File: config.mk
export PLATFORM = sky130hd
export DESIGN_NAME = tmr_evt_router
export DESIGN_NICKNAME = d
export VERILOG_FILES = /design/src/rtl/tmr_evt_pkg.sv /design/src/rtl/tmr_evt_datapath.sv /design/src/rtl/tmr_evt_ctrl.sv /design/src/rtl/tmr_evt_router.sv
export SDC_FILE = /design/constraint.sdc
export NUM_CORES = 1
export LEC_CHECK = 0
export ABC_AREA = 1
export BUFFER_PORTS_ARGS = -buffer_cell sky130_fd_sc_hd__buf_2
export CORE_MARGIN = 2
export CORE_UTILIZATION = 25
export CTS_CLUSTER_SIZE = 25
export DETAILED_ROUTE_END_ITERATION = 10
export PLACE_DENSITY = 0.44
export SETUP_SLACK_MARGIN = 0.05
export SLEW_MARGIN = 15
export SYNTH_ARGS = -nofsm -noshare
export SYNTH_HDL_FRONTEND = slang
export SYNTH_SLANG_ARGS = --single-unit
File: constraint.sdc
create_clock -name clk -period 1.8 [get_ports clk]
set_input_delay 0.36 -clock clk [delete_from_list [all_inputs] [get_ports clk]]
set_output_delay 0.36 -clock clk [all_outputs]
set_load 0.1 [all_outputs]
File: src/rtl/tmr_evt_pkg.sv
package tmr_evt_pkg;

  typedef enum logic [2:0] {
    A_NONE, A_GATE, A_TRIG, A_CLKUP, A_UDSEL, A_TRIGUP, A_AUTO, A_EXTCLK
  } roleA_t;

  typedef enum logic [2:0] {
    B_NONE, B_TRIG, B_EXTCLK, B_CLKDN, B_TRIGDN, B_AUTO, B_GATE
  } roleB_t;

  // control -> datapath
  typedef struct packed {
    logic autoRate;
  } dpCfg_t;

  // datapath -> control
  typedef struct packed {
    logic evA;
    logic evB;
    logic lvlA;
    logic lvlB;
  } pinEvt_t;

  localparam logic [1:0] EDGE_OFF  = 2'b00;
  localparam logic [1:0] EDGE_RISE = 2'b01;
  localparam logic [1:0] EDGE_FALL = 2'b10;
  localparam logic [1:0] EDGE_BOTH = 2'b11;

endpackage

File: src/rtl/tmr_evt_datapath.sv
module tmr_evt_datapath
  import tmr_evt_pkg::*;
#(
  parameter int SYNC_STAGES = 2,
  parameter int PRESCALE    = 3
) (
  input  logic       clk,
  input  logic       rstN,
  input  logic       pinA,
  input  logic       pinB,
  input  logic [1:0] edgeSelA,
  input  logic [1:0] edgeSelB,
  input  dpCfg_t     cfg,
  output pinEvt_t    evt
);

  localparam int PW = (PRESCALE > 1) ? $clog2(PRESCALE) : 1;

  logic [PW-1:0] preCnt;
  logic          tick;

  assign tick = (preCnt == PW'(PRESCALE - 1));

  always_ff @(posedge clk or negedge rstN) begin
    if (!rstN)     preCnt <= '0;
    else if (tick) preCnt <= '0;
    else           preCnt <= preCnt + 1'b1;
  end

  logic [1:0] pinIn;
  logic [1:0] lvl;
  logic [1:0] ev;
  logic [1:0] sel [2];

  assign pinIn  = {pinB, pinA};
  assign sel[0] = edgeSelA;
  assign sel[1] = edgeSelB;

  for (genvar g = 0; g < 2; g++) begin : gPin
    logic [SYNC_STAGES-1:0] syncSh;
    logic prevLvl;
    logic slowRate;
    logic sampleEn;
    logic rise;
    logic fall;

    always_ff @(posedge clk or negedge rstN) begin
      if (!rstN) syncSh <= '0;
      else       syncSh <= {syncSh[SYNC_STAGES-2:0], pinIn[g]};
    end

    assign lvl[g]   = syncSh[SYNC_STAGES-1];
    assign slowRate = (sel[g] == EDGE_BOTH) || cfg.autoRate;
    assign sampleEn = !slowRate || tick;

    always_ff @(posedge clk or negedge rstN) begin
      if (!rstN)         prevLvl <= 1'b0;
      else if (sampleEn) prevLvl <= lvl[g];
    end

    assign rise = sampleEn && lvl[g] && !prevLvl;
    assign fall = sampleEn && !lvl[g] && prevLvl;

    always_comb begin
      unique case (sel[g])
        EDGE_RISE: ev[g] = rise;
        EDGE_FALL: ev[g] = fall;
        EDGE_BOTH: ev[g] = rise || fall;
        default:   ev[g] = 1'b0;
      endcase
    end

    AST_EVT_ONE_CYCLE: assert property (@(posedge clk) disable iff (!rstN)
      ev[g] |=> !ev[g]);
  end

  assign evt.evA  = ev[0];
  assign evt.evB  = ev[1];
  assign evt.lvlA = lvl[0];
  assign evt.lvlB = lvl[1];

endmodule

File: src/rtl/tmr_evt_ctrl.sv
module tmr_evt_ctrl
  import tmr_evt_pkg::*;
(
  input  logic       clk,
  input  logic       rstN,
  input  logic [3:0] mode,
  input  logic       trigCapSel,
  input  logic       bivalueMode,
  input  pinEvt_t    evt,
  output dpCfg_t     cfg,
  output logic       cntEn,
  output logic       cntUp,
  output logic       cntDn,
  output logic       cntLoad,
  output logic       capReg0,
  output logic       capReg1,
  output logic       gateLvl
);

  roleA_t roleA;
  roleB_t roleB;

  always_comb begin
    unique case (mode)
      4'b0000: begin roleA = A_NONE;   roleB = B_NONE;   end
      4'b0001: begin roleA = A_NONE;   roleB = B_TRIG;   end
      4'b0010: begin roleA = A_GATE;   roleB = B_NONE;   end
      4'b0011: begin roleA = A_GATE;   roleB = B_TRIG;   end
      4'b0100: begin roleA = A_NONE;   roleB = B_EXTCLK; end
      4'b0101: begin roleA = A_TRIG;   roleB = B_NONE;   end
      4'b0110: begin roleA = A_GATE;   roleB = B_EXTCLK; end
      4'b0111: begin roleA = A_TRIG;   roleB = B_TRIG;   end
      4'b1000: begin roleA = A_CLKUP;  roleB = B_CLKDN;  end
      4'b1001: begin roleA = A_UDSEL;  roleB = B_EXTCLK; end
      4'b1010: begin roleA = A_TRIGUP; roleB = B_TRIGDN; end
      4'b1011: begin roleA = A_UDSEL;  roleB = B_NONE;   end
      4'b1100: begin roleA = A_AUTO;   roleB = B_AUTO;   end
      4'b1101: begin roleA = A_TRIG;   roleB = B_EXTCLK; end
      4'b1110: begin roleA = A_EXTCLK; roleB = B_TRIG;   end
      default: begin roleA = A_TRIG;   roleB = B_GATE;   end
    endcase
  end

  assign cfg.autoRate = (roleA == A_AUTO);

  logic evA, evB, gateA, gateB, gateNow;
  logic upReq, dnReq, dirUpReq, dirDnReq, loadReq, cap0Req, cap1Req;

  assign evA     = evt.evA;
  assign evB     = evt.evB && !bivalueMode;
  assign gateA   = (roleA == A_GATE) ? evt.lvlA : 1'b1;
  assign gateB   = (roleB == B_GATE && !bivalueMode) ? evt.lvlB : 1'b1;
  assign gateNow = gateA && gateB;

  always_comb begin
    upReq = 1'b0; dnReq = 1'b0; dirUpReq = 1'b0; dirDnReq = 1'b0;
    loadReq = 1'b0; cap0Req = 1'b0; cap1Req = 1'b0;

    unique case (roleA)
      A_TRIG:   if (evA) begin
                  if (trigCapSel) cap0Req = 1'b1;
                  else            loadReq = 1'b1;
                end
      A_CLKUP:  if (evA) upReq = 1'b1;
      A_TRIGUP: if (evA) dirUpReq = 1'b1;
      A_EXTCLK: if (evA && gateNow) upReq = 1'b1;
      A_AUTO:   if (evA) begin
                  if (evt.lvlB) dnReq = 1'b1;
                  else          upReq = 1'b1;
                end
      default: ;
    endcase

    unique case (roleB)
      B_TRIG:   if (evB) cap1Req = 1'b1;
      B_CLKDN:  if (evB) dnReq = 1'b1;
      B_TRIGDN: if (evB) dirDnReq = 1'b1;
      B_EXTCLK: if (evB && gateNow) begin
                  if (roleA == A_UDSEL && !evt.lvlA) dnReq = 1'b1;
                  else                               upReq = 1'b1;
                end
      default: ;
    endcase
  end

  always_ff @(posedge clk or negedge rstN) begin
    if (!rstN) begin
      cntEn   <= 1'b0;
      cntUp   <= 1'b0;
      cntDn   <= 1'b0;
      cntLoad <= 1'b0;
      capReg0 <= 1'b0;
      capReg1 <= 1'b0;
      gateLvl <= 1'b1;
    end else begin
      cntEn   <= upReq ^ dnReq;
      cntUp   <= (upReq && !dnReq) || dirUpReq;
      cntDn   <= (dnReq && !upReq) || dirDnReq;
      cntLoad <= loadReq;
      capReg0 <= cap0Req;
      capReg1 <= cap1Req;
      gateLvl <= gateNow;
    end
  end

  AST_DIR_ONEHOT: assert property (@(posedge clk) disable iff (!rstN)
    cntEn |-> $onehot({cntUp, cntDn}));
  AST_BIV_MASK: assert property (@(posedge clk) disable iff (!rstN)
    capReg1 |-> !$past(bivalueMode));
  AST_LOAD_SEL: assert property (@(posedge clk) disable iff (!rstN)
    cntLoad |-> !$past(trigCapSel));
  AST_CAP0_SEL: assert property (@(posedge clk) disable iff (!rstN)
    capReg0 |-> $past(trigCapSel));
  AST_TRIGDIR_QUIET: assert property (@(posedge clk) disable iff (!rstN)
    ($past(mode) == 4'b1010) |-> (!cntEn && !cntLoad && !capReg0 && !capReg1));
  AST_GATE_HELD: assert property (@(posedge clk) disable iff (!rstN)
    (cntEn && $past(mode) == 4'b0110) |-> gateLvl);

endmodule

File: src/rtl/tmr_evt_router.sv
module tmr_evt_router
  import tmr_evt_pkg::*;
#(
  parameter int SYNC_STAGES = 2,
  parameter int PRESCALE    = 3
) (
  input  logic       clk,
  input  logic       rstN,
  input  logic       pinA,
  input  logic       pinB,
  input  logic [1:0] edgeSelA,
  input  logic [1:0] edgeSelB,
  input  logic [3:0] mode,
  input  logic       trigCapSel,
  input  logic       bivalueMode,
  output logic       cntEn,
  output logic       cntUp,
  output logic       cntDn,
  output logic       cntLoad,
  output logic       capReg0,
  output logic       capReg1,
  output logic       gateLvl
);

  dpCfg_t  cfg;
  pinEvt_t evt;

  tmr_evt_datapath #(
    .SYNC_STAGES(SYNC_STAGES),
    .PRESCALE   (PRESCALE)
  ) i_datapath (
    .clk     (clk),
    .rstN    (rstN),
    .pinA    (pinA),
    .pinB    (pinB),
    .edgeSelA(edgeSelA),
    .edgeSelB(edgeSelB),
    .cfg     (cfg),
    .evt     (evt)
  );

  tmr_evt_ctrl i_ctrl (
    .clk        (clk),
    .rstN       (rstN),
    .mode       (mode),
    .trigCapSel (trigCapSel),
    .bivalueMode(bivalueMode),
    .evt        (evt),
    .cfg        (cfg),
    .cntEn      (cntEn),
    .cntUp      (cntUp),
    .cntDn      (cntDn),
    .cntLoad    (cntLoad),
    .capReg0    (capReg0),
    .capReg1    (capReg1),
    .gateLvl    (gateLvl)
  );

endmodule

==> results.sh <==
export IMPL_worst_path_dominant_cell_family="compound AO/OA/AOI/OAI gates"
export IMPL_ys_async_sr_fraction=1.00
export IMPL_p_leak_nw=0.803
export IMPL_cp_start_kind="input port"
export IMPL_die_h_um=67
export IMPL_syn_area_sq_um=992
export IMPL_wl_um=2330
export IMPL_post_dp_cell_area_sq_um=1350
export IMPL_antenna_cells=0
export IMPL_yosysMostFrequentCell="nand2_1"
export IMPL_track_usage=0.118
export IMPL_worst_pin_slew_ns=0.488
export IMPL_synth_area_leaders="dfrtp_1 (35%), nand2_1 (11%), ha_1 (7.6%)"
export IMPL_final_nets=205
export IMPL_grt_max_degree=16
export IMPL_finClkSkew_ns=0.00330
export IMPL_hold_slack_ns=0.00616
export IMPL_violations="setup timing"
export IMPL_path_cells="buf_8 -> clkinvlp_4 -> ha_4 -> inv_2 -> nand2_2 -> a21boi_2 -> nand2_1 -> nor2_2 -> inv_1 -> nand2_1 -> nor2_2 -> o21ai_1 -> nand2_1 -> ha_2 -> a31o_2"
export IMPL_fin_crit_ns=1.87
export IMPL_wl_per_cell_um=10.0
export IMPL_dieArea_sq_um=4490
export IMPL_drt_iter0_markers=21
export IMPL_path_max_fanout=5
export IMPL_ys_flop_type="dfrtp_1"
export IMPL_ys_types=26
export IMPL_port_buffers=20
export IMPL_fin_area_sq_um=1510
export IMPL_total_power_uw=955
export IMPL_fin_ws_ns=-0.0726
export IMPL_setup_viol=3
export IMPL_slew_headroom=0.677
export IMPL_min_path_type="input port to async pin"
export IMPL_ant_nets=0
export IMPL_antenna_found_initial=0
export IMPL_die_w_um=67
export IMPL_cts_buffers=3
export IMPL_synth_top_cell_by_area="dfrtp_1"
export IMPL_hold_violations=0
export IMPL_grt_pass1_wl_um=4020
export IMPL_slew_viol_final=0
export IMPL_drv_cap=0
export IMPL_cp_end_kind="register"
export IMPL_rows=22
export IMPL_drcViolationCount=0
export IMPL_max_freq_mhz=534
export IMPL_period_share=1.04
export IMPL_clock_latency_ns=0.24
export IMPL_vias_per_cell=4.19
export IMPL_synthDominantCellAreaShare=0.353
export IMPL_core_sq_um=3740
export IMPL_area_growth_pct=52.6
export IMPL_critPathMaxStageDelay_ns=0.21
export IMPL_synth_edf_count=0
export IMPL_layout_cells_non_filler=232
export IMPL_clock_sink_count=15
export IMPL_start_util=0.265
export IMPL_cpMaxStageDelayCell="ha_4"
export IMPL_rsz0062_at_grt="true"
export IMPL_ys_seq_area_frac=0.380
export IMPL_gp_congestion=0.822
export IMPL_crit_path_frequent_cell="nand2_1"
export IMPL_dpl_hpwl_um=1840
export IMPL_dp_slack_ns=-0.349
export IMPL_final_util=0.404
export IMPL_worstPathArrival_ns=2.01
export IMPL_htreeDepth=1
export IMPL_cts_tree="done"
export IMPL_dr_pass1_iters=4
export IMPL_first_global_vias=954
export IMPL_io_pins=21
export IMPL_clockRootBuffer="clkbuf_8"
export IMPL_holdBufCountCts=0
export IMPL_ys_top_cells_by_count="nand2_1 (28), inv_1 (19), dfrtp_1 (14)"
export IMPL_syn_avg_cell_area_sq_um=7.63
export IMPL_postSynthCellCount=130
export IMPL_power_density_nw_per_um2=631
export IMPL_post_place_cells=220
export IMPL_synth_fp_nets=150
export IMPL_grt_ovfl_total=0
export IMPL_layout_drive_gt1_share=0.522
export IMPL_clockBufferDepth=2
export IMPL_via_count=973
export IMPL_ir_worst_vdd_mv=0.418
export IMPL_worstSetupPathType="input port to register"
export IMPL_fin_tns_setup_ns=-0.118
export IMPL_status="complete, but fails checks"
export IMPL_yosys_warnings=0
export IMPL_required_ns=1.93
export IMPL_synth_seq_cells=15
export IMPL_path_buf_inv=4
export IMPL_cts_reportedPaths_clkPinSlew_ns=0.06
==> cell usage in the layout (no fill, tap or decap), drive strengths merged, types with 2 or more instances in the layout <==
| cell | n |
|---|---|
| inv | 22 |
| ha | 6 |
| nand3 | 10 |
| o21ai | 6 |
| a21oi | 5 |
| clkinv | 2 |
| nor2 | 15 |
| dfrtp | 14 |
| nand2 | 39 |
| nand4 | 3 |
| a21boi | 2 |
| clkbuf | 3 |
| buf | 50 |
==> registers in the layout (all words and copies together) (netlist names) <==
signal                   cells
i_ctrl.cntUp                 1
i_datapath.preCnt            2
i_datapath.gPin.syncSh       4
i_datapath.gPin.prevLvl      2
i_ctrl.capReg0               1
i_ctrl.capReg1               1
i_ctrl.gateLvl               1
i_ctrl.cntLoad               1
i_ctrl.cntDn                 1
i_ctrl.cntEn                 1
==> worst register-to-register path, stage by stage, from the launching register on <==
cell and delay (ns):
dfrtp_1 0.39, inv_1 0.08, nand3_1 0.06, a21oi_1 0.28
a21boi_1 0.29, nand3_1 0.10, nand3_1 0.10, nand2_2 0.08
ha_4 0.26, inv_2 0.02
==> repair_timing <==
action / in CTS / in global routing
gates resized for setup: 13 / 2
endpoints found under the setup margin: 3 / 3
pin swaps: 1 / 2
buffers inserted: 7 / 1
==> where the power goes <==
| group | switching, mW | leakage (nW) | internal (mW) | total [mW] |
|---|---|---|---|---|
| sequential | 0.00599 | 0.187 | 0.356 | 0.362 |
| combinational | 0.202 | 0.591 | 0.126 | 0.328 |
| clock | 0.112 | 0.0255 | 0.153 | 0.265 |
==> cell families (layout without fill, tap and decap cells) <==
| logic type | count (synthesis) | after routing | share of synthesized area |
|---|---|---|---|
| AOI/OAI and AO/OA | 15 | 15 | 0.106 |
| adders and majority gates | 6 | 6 | 0.0757 |
| buffers and inverters | 24 | 78 | 0.0908 |
| DFF | 15 | 15 | 0.380 |
| and+or+nand+nor | 70 | 70 | 0.348 |
==> final cells by class <==
type | count | area (sq um)
clock buffer | 3 | 41.3
sequential | 15 | 377
inverter | 24 | 93.8
fill | 413 | 2230
tap | 48 | 60.1
timing repair buffer | 50 | 335
multi-input combinational | 91 | 602
clock inverter | 1 | 5.00
==> path summary, 6_finish.rpt <==
kind                       cells past startpoint                          from                      endpoint  slack (ns)
min                                            1                          rstN                  i_ctrl.cntUp       0.006
max reg2reg                                    9  i_datapath.gPin[1].syncSh[1]                  i_ctrl.cntEn        0.02
min reg2reg                                    0  i_datapath.gPin[1].syncSh[0]  i_datapath.gPin[1].syncSh[1]        0.35
max                                           15                       mode[0]                  i_ctrl.cntDn       -0.07
min in group clk                               1                          pinB  i_datapath.gPin[1].syncSh[0]        0.22
max in group asynchronous                      1                          rstN                i_ctrl.gateLvl        1.50
==> layer usage <==
layer,vias to the layer above,global-route usage,share of wire
met5,-,0,0
li1,521,-,-
met2,16,0.205,0.50
met4,0,0.0230,0
met3,0,0.0304,0.043
met1,436,0.146,0.45
Note: power is estimated with default switching activity, not from simulation.
